File: config.mk
export PLATFORM = sky130hd
export DESIGN_NAME = oc_guard
export DESIGN_NICKNAME = d
export VERILOG_FILES = /design/src/rtl/oc_pkg.sv /design/src/rtl/oc_cycle_count.sv /design/src/rtl/oc_trip_ctrl.sv /design/src/rtl/oc_guard.sv
export SDC_FILE = /design/constraint.sdc
export NUM_CORES = 1
export LEC_CHECK = 0
export BUFFER_PORTS_ARGS = -buffer_cell sky130_fd_sc_hd__buf_2
export CAP_MARGIN = 40
export CORE_MARGIN = 2
export CORE_UTILIZATION = 36
export CTS_CLUSTER_SIZE = 14
export DETAILED_ROUTE_END_ITERATION = 16
export MAX_ROUTING_LAYER = met4
export PLACE_DENSITY_LB_ADDON = 0.3
export SKIP_CTS_REPAIR_TIMING = 1
export SLEW_MARGIN = 20
export SYNTH_ARGS = -nofsm -noshare
export SYNTH_HDL_FRONTEND = slang
export SYNTH_SLANG_ARGS = --single-unit
File: constraint.sdc
create_clock -name clk -period 2 [get_ports clk]
set_input_delay 0.1 -clock clk [delete_from_list [all_inputs] [get_ports clk]]
set_output_delay 0.1 -clock clk [all_outputs]
set_load 0.1 [all_outputs]
File: src/rtl/oc_pkg.sv
package oc_pkg;
  typedef enum logic [1:0] {
    OC_IDLE    = 2'd0,
    OC_SKIP    = 2'd1,
    OC_WATCH   = 2'd2,
    OC_LATCHED = 2'd3
  } oc_state_e;
endpackage

File: src/rtl/oc_cycle_count.sv
module oc_cycle_count #(
  parameter int SKIP_CYC  = 8,
  parameter int WATCH_CYC = 8,
  localparam int TOTAL    = SKIP_CYC + WATCH_CYC,
  localparam int CNT_W    = $clog2(TOTAL + 1)
) (
  input  logic             clk,
  input  logic             rst,
  input  logic             clr,
  input  logic             adv,
  output logic [CNT_W-1:0] cnt,
  output logic             last_skip,
  output logic             last_watch
);
  localparam logic [CNT_W-1:0] SKIP_END  = CNT_W'(SKIP_CYC);
  localparam logic [CNT_W-1:0] WATCH_END = CNT_W'(TOTAL);

  always_ff @(posedge clk) begin
    if (rst || clr) cnt <= '0;
    else if (adv)   cnt <= cnt + 1'b1;
  end

  assign last_skip  = (cnt == SKIP_END);
  assign last_watch = (cnt == WATCH_END);

  // Counter never runs past the end of the watch window
  assert_no_overflow_R5: assert property (@(posedge clk) disable iff (rst)
    cnt <= WATCH_END);
endmodule

File: src/rtl/oc_trip_ctrl.sv
module oc_trip_ctrl
  import oc_pkg::*;
(
  input  logic      clk,
  input  logic      rst,
  input  logic      en,
  input  logic      lim_hit,
  input  logic      last_skip,
  input  logic      last_watch,
  output logic      clr,
  output logic      adv,
  output oc_state_e state,
  output logic      hs_inhibit,
  output logic      oc_fault
);
  oc_state_e nxt;
  logic      inh_n, flt_n;

  always_comb begin
    nxt   = state;
    clr   = 1'b0;
    adv   = 1'b0;
    inh_n = 1'b0;
    flt_n = 1'b0;
    if (!en) begin
      nxt = OC_IDLE;
      clr = 1'b1;
    end else begin
      unique case (state)
        OC_IDLE: begin
          if (lim_hit) begin
            nxt   = OC_SKIP;
            adv   = 1'b1;
            inh_n = 1'b1;
          end else begin
            clr = 1'b1;
          end
        end
        OC_SKIP: begin
          adv   = 1'b1;
          inh_n = 1'b1;
          if (last_skip) nxt = OC_WATCH;
        end
        OC_WATCH: begin
          if (lim_hit) begin
            nxt   = OC_LATCHED;
            clr   = 1'b1;
            inh_n = 1'b1;
            flt_n = 1'b1;
          end else if (last_watch) begin
            nxt = OC_IDLE;
            clr = 1'b1;
          end else begin
            adv = 1'b1;
          end
        end
        OC_LATCHED: begin
          clr   = 1'b1;
          inh_n = 1'b1;
          flt_n = 1'b1;
        end
      endcase
    end
  end

  always_ff @(posedge clk) begin
    if (rst) begin
      state      <= OC_IDLE;
      hs_inhibit <= 1'b0;
      oc_fault   <= 1'b0;
    end else begin
      state      <= nxt;
      hs_inhibit <= inh_n;
      oc_fault   <= flt_n;
    end
  end

  assert_trip_inhibit_R1: assert property (@(posedge clk) disable iff (rst)
    (en && state == OC_IDLE && lim_hit) |=> hs_inhibit);

  assert_skip_inhibit_R2: assert property (@(posedge clk) disable iff (rst)
    (state == OC_SKIP) |-> hs_inhibit);

  assert_watch_hit_latches_R4: assert property (@(posedge clk) disable iff (rst)
    (en && state == OC_WATCH && lim_hit) |=> oc_fault);

  assert_fault_sticky_R6: assert property (@(posedge clk) disable iff (rst)
    (oc_fault && en) |=> oc_fault);

  assert_fault_inhibits_R6: assert property (@(posedge clk) disable iff (rst)
    oc_fault |-> hs_inhibit);

  assert_disable_clears_R7: assert property (@(posedge clk) disable iff (rst)
    !en |=> (!oc_fault && !hs_inhibit));
endmodule

File: src/rtl/oc_guard.sv
module oc_guard #(
  parameter int SKIP_CYC  = 8,
  parameter int WATCH_CYC = 8
) (
  input  logic clk,
  input  logic rst,
  input  logic en,
  input  logic lim_hit,
  output logic hs_inhibit,
  output logic oc_fault
);
  import oc_pkg::*;
  localparam int TOTAL = SKIP_CYC + WATCH_CYC;
  localparam int CNT_W = $clog2(TOTAL + 1);

  logic             clr, adv, last_skip, last_watch;
  logic [CNT_W-1:0] cnt;
  oc_state_e        state;

  oc_cycle_count #(.SKIP_CYC(SKIP_CYC), .WATCH_CYC(WATCH_CYC)) u_count (
    .clk(clk), .rst(rst), .clr(clr), .adv(adv),
    .cnt(cnt), .last_skip(last_skip), .last_watch(last_watch)
  );

  oc_trip_ctrl u_ctrl (
    .clk(clk), .rst(rst), .en(en), .lim_hit(lim_hit),
    .last_skip(last_skip), .last_watch(last_watch),
    .clr(clr), .adv(adv), .state(state),
    .hs_inhibit(hs_inhibit), .oc_fault(oc_fault)
  );

  // Idle means the cycle count rests at zero
  assert_idle_count_zero_R5: assert property (@(posedge clk) disable iff (rst)
    (state == OC_IDLE) |-> (cnt == '0));
endmodule

Word level (Yosys, flattened, before mapping)
Index checks and enable logic that the tools add are counted.

Bitwise operators: 1. Muxes and demuxes: 17. $add $sub $neg: 1. Reductions and logical operators: 7. Eq/ne operators: 8.

Operator list (number): $mux W1 (8); $mux W2 (4); $pmux W1 S3 (2); $pmux W2 S3 (1); $reduce_or A2 Y1 (3); $add A5 B1 Y5 const B (1); $eq A5 B4 Y1 const B (1); $eq A5 B5 Y1 const B (1); $eq A2 B2 Y1 const B (2); $ne A2 B2 Y1 const B (2); $pmux W1 S2 (2); $reduce_and A4 Y1 (1); $ne A3 B3 Y1 const B (1); $reduce_bool A3 Y1 (1); $eq A2 B1 Y1 const B (1); $logic_not A2 Y1 (1); $logic_or A1 B1 Y1 (1); $not A1 Y1 (1).

Input bits: 4. Output and inout bits: 2. Register bits after elaboration: 9.

Depth between registers and ports, before layout
Gate-level depths: netlist of run 1.

Word-level depth: 6. Mapped depth: 6. Gate-level depth less buffers: 6.

By module
Synthesis of run 1 repeated with hierarchy kept, for this count alone.

Cells, all modules: 61. Area, all modules: 594.3 um^2.

By module, submodules not included: oc_trip_ctrl (area each 309.0 um^2, cells an instance 34, times used 1); oc_cycle_count (area each 285.3 um^2, cells an instance 27, times used 1).

Worst setup path after synthesis of run 1
Ideal clock, no wire load.

Path type: reg2reg. Start point: register u_ctrl.state[0]. End point: register u_count.cnt[3]. Setup slack: 0.485 ns. Data arrival time: 1.444 ns. Setup time: 0.070 ns. Cell stages (with the launch flop): 6. Path through: dfxtp_1 ha_1 and4bb_4 a22oi_4 or3_1 a21oi_1.

Longest elaborated chain between the ends: 4. Elaborated cells on any way between the ends: 9. Classes of those cells: eq/ne: 3; mux: 4; reduce/logical: 2.

RTL lines: start: declaration (RTL line oc_trip_ctrl.sv:12) `output oc_state_e state,`; start signal: assignment (RTL line oc_trip_ctrl.sv:72) `state <= nxt;`; $eq A2 B2 Y1 / $logic_not A2 Y1 (equally long branches) (RTL line oc_trip_ctrl.sv:29) `unique case (state)`; $pmux W1 S3 (RTL line oc_trip_ctrl.sv:29); $mux W1 (RTL line oc_trip_ctrl.sv:25) `if (!en) begin`; $logic_or A1 B1 Y1 (RTL line oc_cycle_count.sv:19) `if (rst || clr) cnt <= '0;`; end signal: assignment (RTL line oc_cycle_count.sv:20) `else if (adv) cnt <= cnt + 1'b1;`; end: declaration (RTL line oc_cycle_count.sv:11) `output logic [CNT_W-1:0] cnt,`.

Several ways; a longest one is shown, not always the timed one. A chain may end at the register's enable or synchronous reset.

Final worst setup path of run 1
Start point: register u_count.cnt[0]. End point: register u_ctrl.state[1].

Longest elaborated chain between the ends: 3. Elaborated cells on any way between the ends: 5. Classes of those cells: eq/ne: 4; reduce/logical: 1.

RTL lines (RTL line): $eq A5 B5 Y1 / $eq A5 B4 Y1 (equally long branches) (oc_cycle_count.sv:24, oc_cycle_count.sv:23); $ne A3 B3 Y1 (no source line) / $ne A2 B2 Y1 (equally long branches); $reduce_and A4 Y1 (no source line) (*).

Every way passes the cells marked *; elsewhere a longest branch is shown, timed or not.

==> metrics, run 1 <==
P_leak=0.2369 nW; share of layout cells above drive strength 1=0.2083; HPWL Detailed=841.7 um; reg2reg end=u_ctrl.state[1]$_SDFFE_PP0P_; Overall Global Routing Usage=0.1468; syn_nets=74; R2R setup slack=0.32 ns; R2R depth=6; Hold Crit Class=primary input to register; fin area=671.9 um2; CTS Sinks=9; Worst path depth=6; final non-filler cell total=88; crit path cell chain=inv_1 -> ha_1 -> and4bb_2 -> nor3b_1 -> o211ai_1 -> o31ai_1; Fin. Hold Viols=0; root buffer cell=clkbuf_4; port bufs=5; final worst-path cycle share=0.8400; Yosys cell types=29; worst slew pin tran=0.4952 ns; maxcap violations=0; Synth Warn #=0; P&R area growth vs syn=11.87%; Compound-Gate Fraction of Synth Area=0.2542; Site Rows=14; critical path class=register to register; max incr delay on CP=0.39 ns; CP Launch Type=register; Slew Viols, Final=0; family with the most delay on the worst path=simple AND/OR/NAND/NOR gates; RSZ-0062 raised after global routing=no; Top-Level Pins=6; Setup TNS Final=0 ns; Syn Area/Cell=9.533 um2; slew margin rel.=0.6692; TritonCTS clock tree=done; DR vias=491; Critical path buffers and inverters=1; Layout Utilization=0.4359; DRT iter0 DRCs=4; Worst-path clk slew=0.06 ns; layout net count=84; fillers=155; Clock Latency Late Sink=0.26 ns; first-pass iteration count of the detailed router=4; total CTS buffers=3; DRT Wirelength=1.147 mm; Simple-Gate Fraction of Synth Area=0.2542; largest net degree at the start of global routing=8; Post-Synthesis Cell Area=600.6 um2; die height=44.85 um; clock buffer depth=2; main combinational cell family by area after synthesis=compound AO/OA/AOI/OAI gates; endpoints failing setup=0; fin crit period=1.680 ns; global placer's final weighted congestion=0.8144; end of the worst hold path=u_ctrl.hs_inhibit$_SDFF_PP0_; Pwr Density=584.8 nW/um2; DIE AREA=2011 um2; # diodes=0; WL/cell=13.03 um; WHS Path Cells=2; Worst VDD drop=0.2863 mV; vias in the first global route=487; status=finished, final reports clean; Max Fclk=0.5953 GHz; first-pass GRT wire length=2.063 mm; crit-path max FO=4; core area=1541 um2; Via density=5.580; Antenna Violating Nets Remaining=0; min-delay src=lim_hit; placed cell areas=645.6 um2; Synth Area in XOR/XNOR=0.01458; WP data required=2.18 ns; placed cell count=84; htree depth=1; slowest CP cell=nor3b_1; Post-Place Setup Slack=0.3561 ns; CP Data Arrival Time=1.86 ns; Remaining Overflow, GRT=0; post-synthesis sequential area ratio=0.3000; initial antenna violation count=0; Min Hold Slack=0.1167 ns; mux contribution to synthesized area=0; Final Skew=0.0003250 ns; reg2reg start=u_count.cnt[0]$_SDFFE_PP0P_; Design Power=0.3930 mW; Syn Inst Count=63; Starting Density=0.3896; Die Wd=44.85 um; crit path capture type=register; Worst Setup Slack, final=0.3200 ns; Synth Register Bits=9; Synth Area in Adders=0.1458; detailed-route DRC error count=0
## worst max-delay path by stage
stage / start / endpoint
after global routing: u_count.cnt[0]$_SDFFE_PP0P_ / u_ctrl.state[1]$_SDFFE_PP0P_
after floorplan: u_ctrl.state[0]$_SDFFE_PP0P_ / u_count.cnt[3]$_SDFFE_PP0P_
after global placement: u_ctrl.state[0]$_SDFFE_PP0P_ / u_count.cnt[3]$_SDFFE_PP0P_
after CTS: u_count.cnt[0]$_SDFFE_PP0P_ / u_ctrl.state[1]$_SDFFE_PP0P_
final: u_count.cnt[0]$_SDFFE_PP0P_ / u_ctrl.state[1]$_SDFFE_PP0P_
after detailed placement: u_count.cnt[0]$_SDFFE_PP0P_ / u_ctrl.state[1]$_SDFFE_PP0P_
## area by class of cell
type	instances	area [um2]	share of cell area
Sequential cell	9	180.2	0.2682
Multi-Input combinational cell	49	401.6	0.5978
Timing Repair Buffer	5	25.02	0.03724
Clock buffer	4	26.28	0.03911
Tap cell	16	20.02	0.02980
Inverter	5	18.77	0.02793
## cells by family (layout without fill, tap and decap cells)
| logic type | Yosys count | in the layout |
|---|---|---|
| AO/OA/AOI/OAI | 20 | 20 |
| flip-flops | 9 | 9 |
| buffers and inverters | 5 | 14 |
| XOR/XNOR | 1 | 1 |
| AND/OR/NAND/NOR | 21 | 21 |
| adder cells (fa/ha/maj) | 7 | 7 |
## placed cells by master (no fill, tap or decap), types with 2 or more instances in the layout
cell and n:
o211ai_1 3, inv_1 5, a21oi_1 4, nor3_1 2, buf_2 5, nand3_1 2
ha_1 7, o31ai_1 2, dfxtp_1 9, o21a_1 2, o21ai_0 4, clkbuf_4 3
nand2_1 2, nor2_1 2, or3_1 3
## sequential cells by signal (all words and copies together), names as in the netlist
signal	count
u_count.cnt	5
u_ctrl.oc_fault	1
u_ctrl.hs_inhibit	1
u_ctrl.state	2
## metal layers
layer  up-vias  track usage  wire (um)
li1        253            -          -
met1       221       0.1867        591
met5         -            -          0
met2        13       0.2174        486
met4         0      0.08824         23
met3         4      0.02400         45
## report_power, final
group | switching (mW) | internal, mW | leakage, nW | total [mW]
logic | 0.0373 | 0.0240 | 0.149 | 0.0613
registers | 0.00377 | 0.183 | 0.0728 | 0.186
clock network | 0.0681 | 0.0772 | 0.0150 | 0.145
## synthesized netlist by cell type, drive strengths merged
master   instances  share of area
nor3b            1          0.013
dfxtp            9           0.30
o211ai           3          0.037
nor2             2          0.013
and4bb           2          0.048
ha               7           0.15
a22o             1          0.015
and2             1          0.010
nand4bb          2          0.046
xnor2            1          0.015
or3              3          0.031
a21o             1          0.015
nand2            2          0.013
a21oi            4          0.033
a22oi            1          0.035
nor3             2          0.017
o21a             2          0.025
o21ai            4          0.033
nand3            2          0.017
nor2b            1          0.010
and2b            2          0.027
o31ai            3          0.046
nor4             1          0.010
a211o            1          0.015
inv              5          0.031
Note: power is estimated with default switching activity, not from simulation.
==> inputs of run 2 (changes only) <==
Clock period 2 ns to 1.4 ns, I/O delays scaled along.
==> run 2 against run 1 <==
Global-route usage increased by 0.94 points. Clock skew increased by 0.0075 ns. Critical path type unchanged. Worst hold slack improved by 0.037 ns. Non-clock buffer count increased by 14. The run now ends with setup timing left. Highest routed layer unchanged.
==> metrics, run 2 (synthesized netlist as in run 1, its figures left out) <==
status=finished with violations; failing checks=setup timing; WP data required=1.61 ns (-0.57 ns); Biggest register=u_count.cnt; CP Data Arrival Time=1.68 ns (-0.18 ns); TritonCTS clock tree=done; DRT iter0 DRCs=9 (+5); HPWL Detailed=912.2 um (+8.4%); P&R area growth vs syn=51.88%; DRT Wirelength=1.285 mm (+12%); CP Launch Type=register; crit path capture type=register; endpoints failing setup=7 (+7); Antenna Violating Nets Remaining=0 (unchanged); min-delay src=lim_hit; detailed-route DRC error count=0 (unchanged); multi-input logic area=509.2 um2 (+27%); WL/cell=12.60 um (-3.3%); fin crit period=1.476 ns (-0.2041 ns); first-pass GRT wire length=2.221 mm (+7.7%); DIE AREA=2011 um2 (unchanged); Largest register FFs=5 (unchanged); largest net degree at the start of global routing=8 (unchanged); Final Skew=0.007808 ns (+0.007483 ns); Worst Setup Slack, final=-0.07582 ns (-0.3959 ns); Critical path buffers and inverters=0 (-1); Die Wd=44.85 um (unchanged); maxcap violations=0 (unchanged); P_leak=0.3217 nW (+36%); Overall Global Routing Usage=0.1561 (+0.009386); final worst-path cycle share=1.054 (+0.2142); family with the most delay on the worst path=simple AND/OR/NAND/NOR gates; most common cell after layout, fill and taps aside=buf_4; CTS Sinks=9 (unchanged); Fin. Hold Viols=0 (unchanged); max incr delay on CP=0.38 ns (about the same); Worst VDD drop=0.5229 mV (+83%); die height=44.85 um (unchanged); share of layout cells above drive strength 1=0.5930 (+0.3847); layout net count=98 (+17%); crit path cell chain=ha_4 -> and4bb_4 -> a22oi_4 -> or3_4 -> a21oi_2; Top-Level Pins=6 (unchanged); clock buffer depth=2 (unchanged); Starting Density=0.3896 (unchanged); FF/Latch Area=190.2 um2 (+5.6%); Via density=5.461 (-2.1%); Slew Viols, Final=0 (unchanged); worst slew pin tran=0.4822 ns (-0.01299 ns); most frequent cells in the layout=buf_4, buf_2, dfxtp_1; placed cell areas=795.8 um2 (+23%); WHS Path Cells=2 (unchanged); fin area=912.1 um2 (+36%); RSZ-0062 raised after global routing=yes; initial antenna violation count=0 (unchanged); global placer's final weighted congestion=0.7657 (-6.0%); Clock Latency Late Sink=0.26 ns (about the same); crit-path max FO=7 (+3); Site Rows=14 (unchanged); Regs by FF count=u_count.cnt (5), u_ctrl.state (2); total CTS buffers=3 (unchanged); reg2reg start=u_ctrl.state[1]$_SDFFE_PP0P_; Worst-path clk slew=0.06 ns (about the same); slowest CP cell=dfxtp_4; fillers=136 (-12%); Setup TNS Final=-0.3143 ns (-0.3143 ns); # diodes=0 (unchanged); Hold Crit Class=primary input to register; slew margin rel.=0.6808 (+0.01155); R2R depth=5 (-1); Remaining Overflow, GRT=0 (unchanged); Max Fclk=0.6776 GHz (+14%); port bufs=5 (unchanged); reg2reg end=u_count.cnt[3]$_SDFFE_PP0P_; htree depth=1 (unchanged); Layout Utilization=0.5917 (+0.1558); root buffer cell=clkbuf_4; critical path class=register to register; Pwr Density=644.0 nW/um2 (+10%); core area=1541 um2 (unchanged); end of the worst hold path=u_ctrl.hs_inhibit$_SDFF_PP0_; R2R setup slack=-0.08 ns (-0.40 ns); vias in the first global route=531 (+9.0%); first-pass iteration count of the detailed router=4 (unchanged); DR vias=557 (+13%)
-- run 2: worst max-delay path by stage --
| stage | depth (start not counted) | start | slack [ns] | to |
|---|---|---|---|---|
| 6_report | 5 | u_ctrl.state[1]$_SDFFE_PP0P_ | -0.08 | u_count.cnt[3]$_SDFFE_PP0P_ |
| 5_1_grt | 6 | u_ctrl.state[1]$_SDFFE_PP0P_ | -0.16 | u_ctrl.state[0]$_SDFFE_PP0P_ |
| 4_1_cts | 7 | u_count.cnt[0]$_SDFFE_PP0P_ | -0.15 | u_count.cnt[4]$_SDFFE_PP0P_ |
| 3_5_place_dp | 7 | u_count.cnt[0]$_SDFFE_PP0P_ | -0.12 | u_count.cnt[4]$_SDFFE_PP0P_ |
| 3_3_place_gp | 6 | u_ctrl.state[1]$_SDFFE_PP0P_ | -0.07 | u_ctrl.state[1]$_SDFFE_PP0P_ |
| 2_1_floorplan | 6 | u_ctrl.state[0]$_SDFFE_PP0P_ | -0.01 | u_ctrl.state[0]$_SDFFE_PP0P_ |
-- run 2: metal layers --
layer  GRT usage  vias to the layer above  share of wire
li1            -                      281              -
met1      0.1966                      261           0.48
met2      0.2377                       13           0.47
met3     0.06000                        2          0.044
met4     0.03529                        0         0.0062
met5           -                        -              0
-- run 2: area by class of cell --
cell class | count | area share
inverter | 5 | 0.02606
tap | 16 | 0.02195
multi-input combinational | 49 | 0.5583
clock buffer | 4 | 0.02881
timing repair buffer | 19 | 0.1564
sequential | 9 | 0.2085
-- run 2: through the flow --
stage / hold WS, ns / std cells / power (mW) / setup slack (ns)
finish: 0.1534 / 102 / 0.5874 / -0.07582
global route: 0.1637 / 102 / 0.6211 / -0.1577
CTS: 0.09779 / 99 / 0.5807 / -0.1527
detailed placement: 0.3606 / 95 / 0.3771 / -0.1155
global placement: 0.3679 / 95 / 0.3783 / -0.07398
floorplan: 0.1802 / 63 / 0.3450 / -0.01063
-- run 2: power by group --
group          switching, mW  leakage (nW)  internal, mW  total (mW)
sequential           0.00661        0.0754         0.259       0.266
clock                 0.0919        0.0150         0.110       0.202
combinational         0.0651         0.231        0.0547       0.120
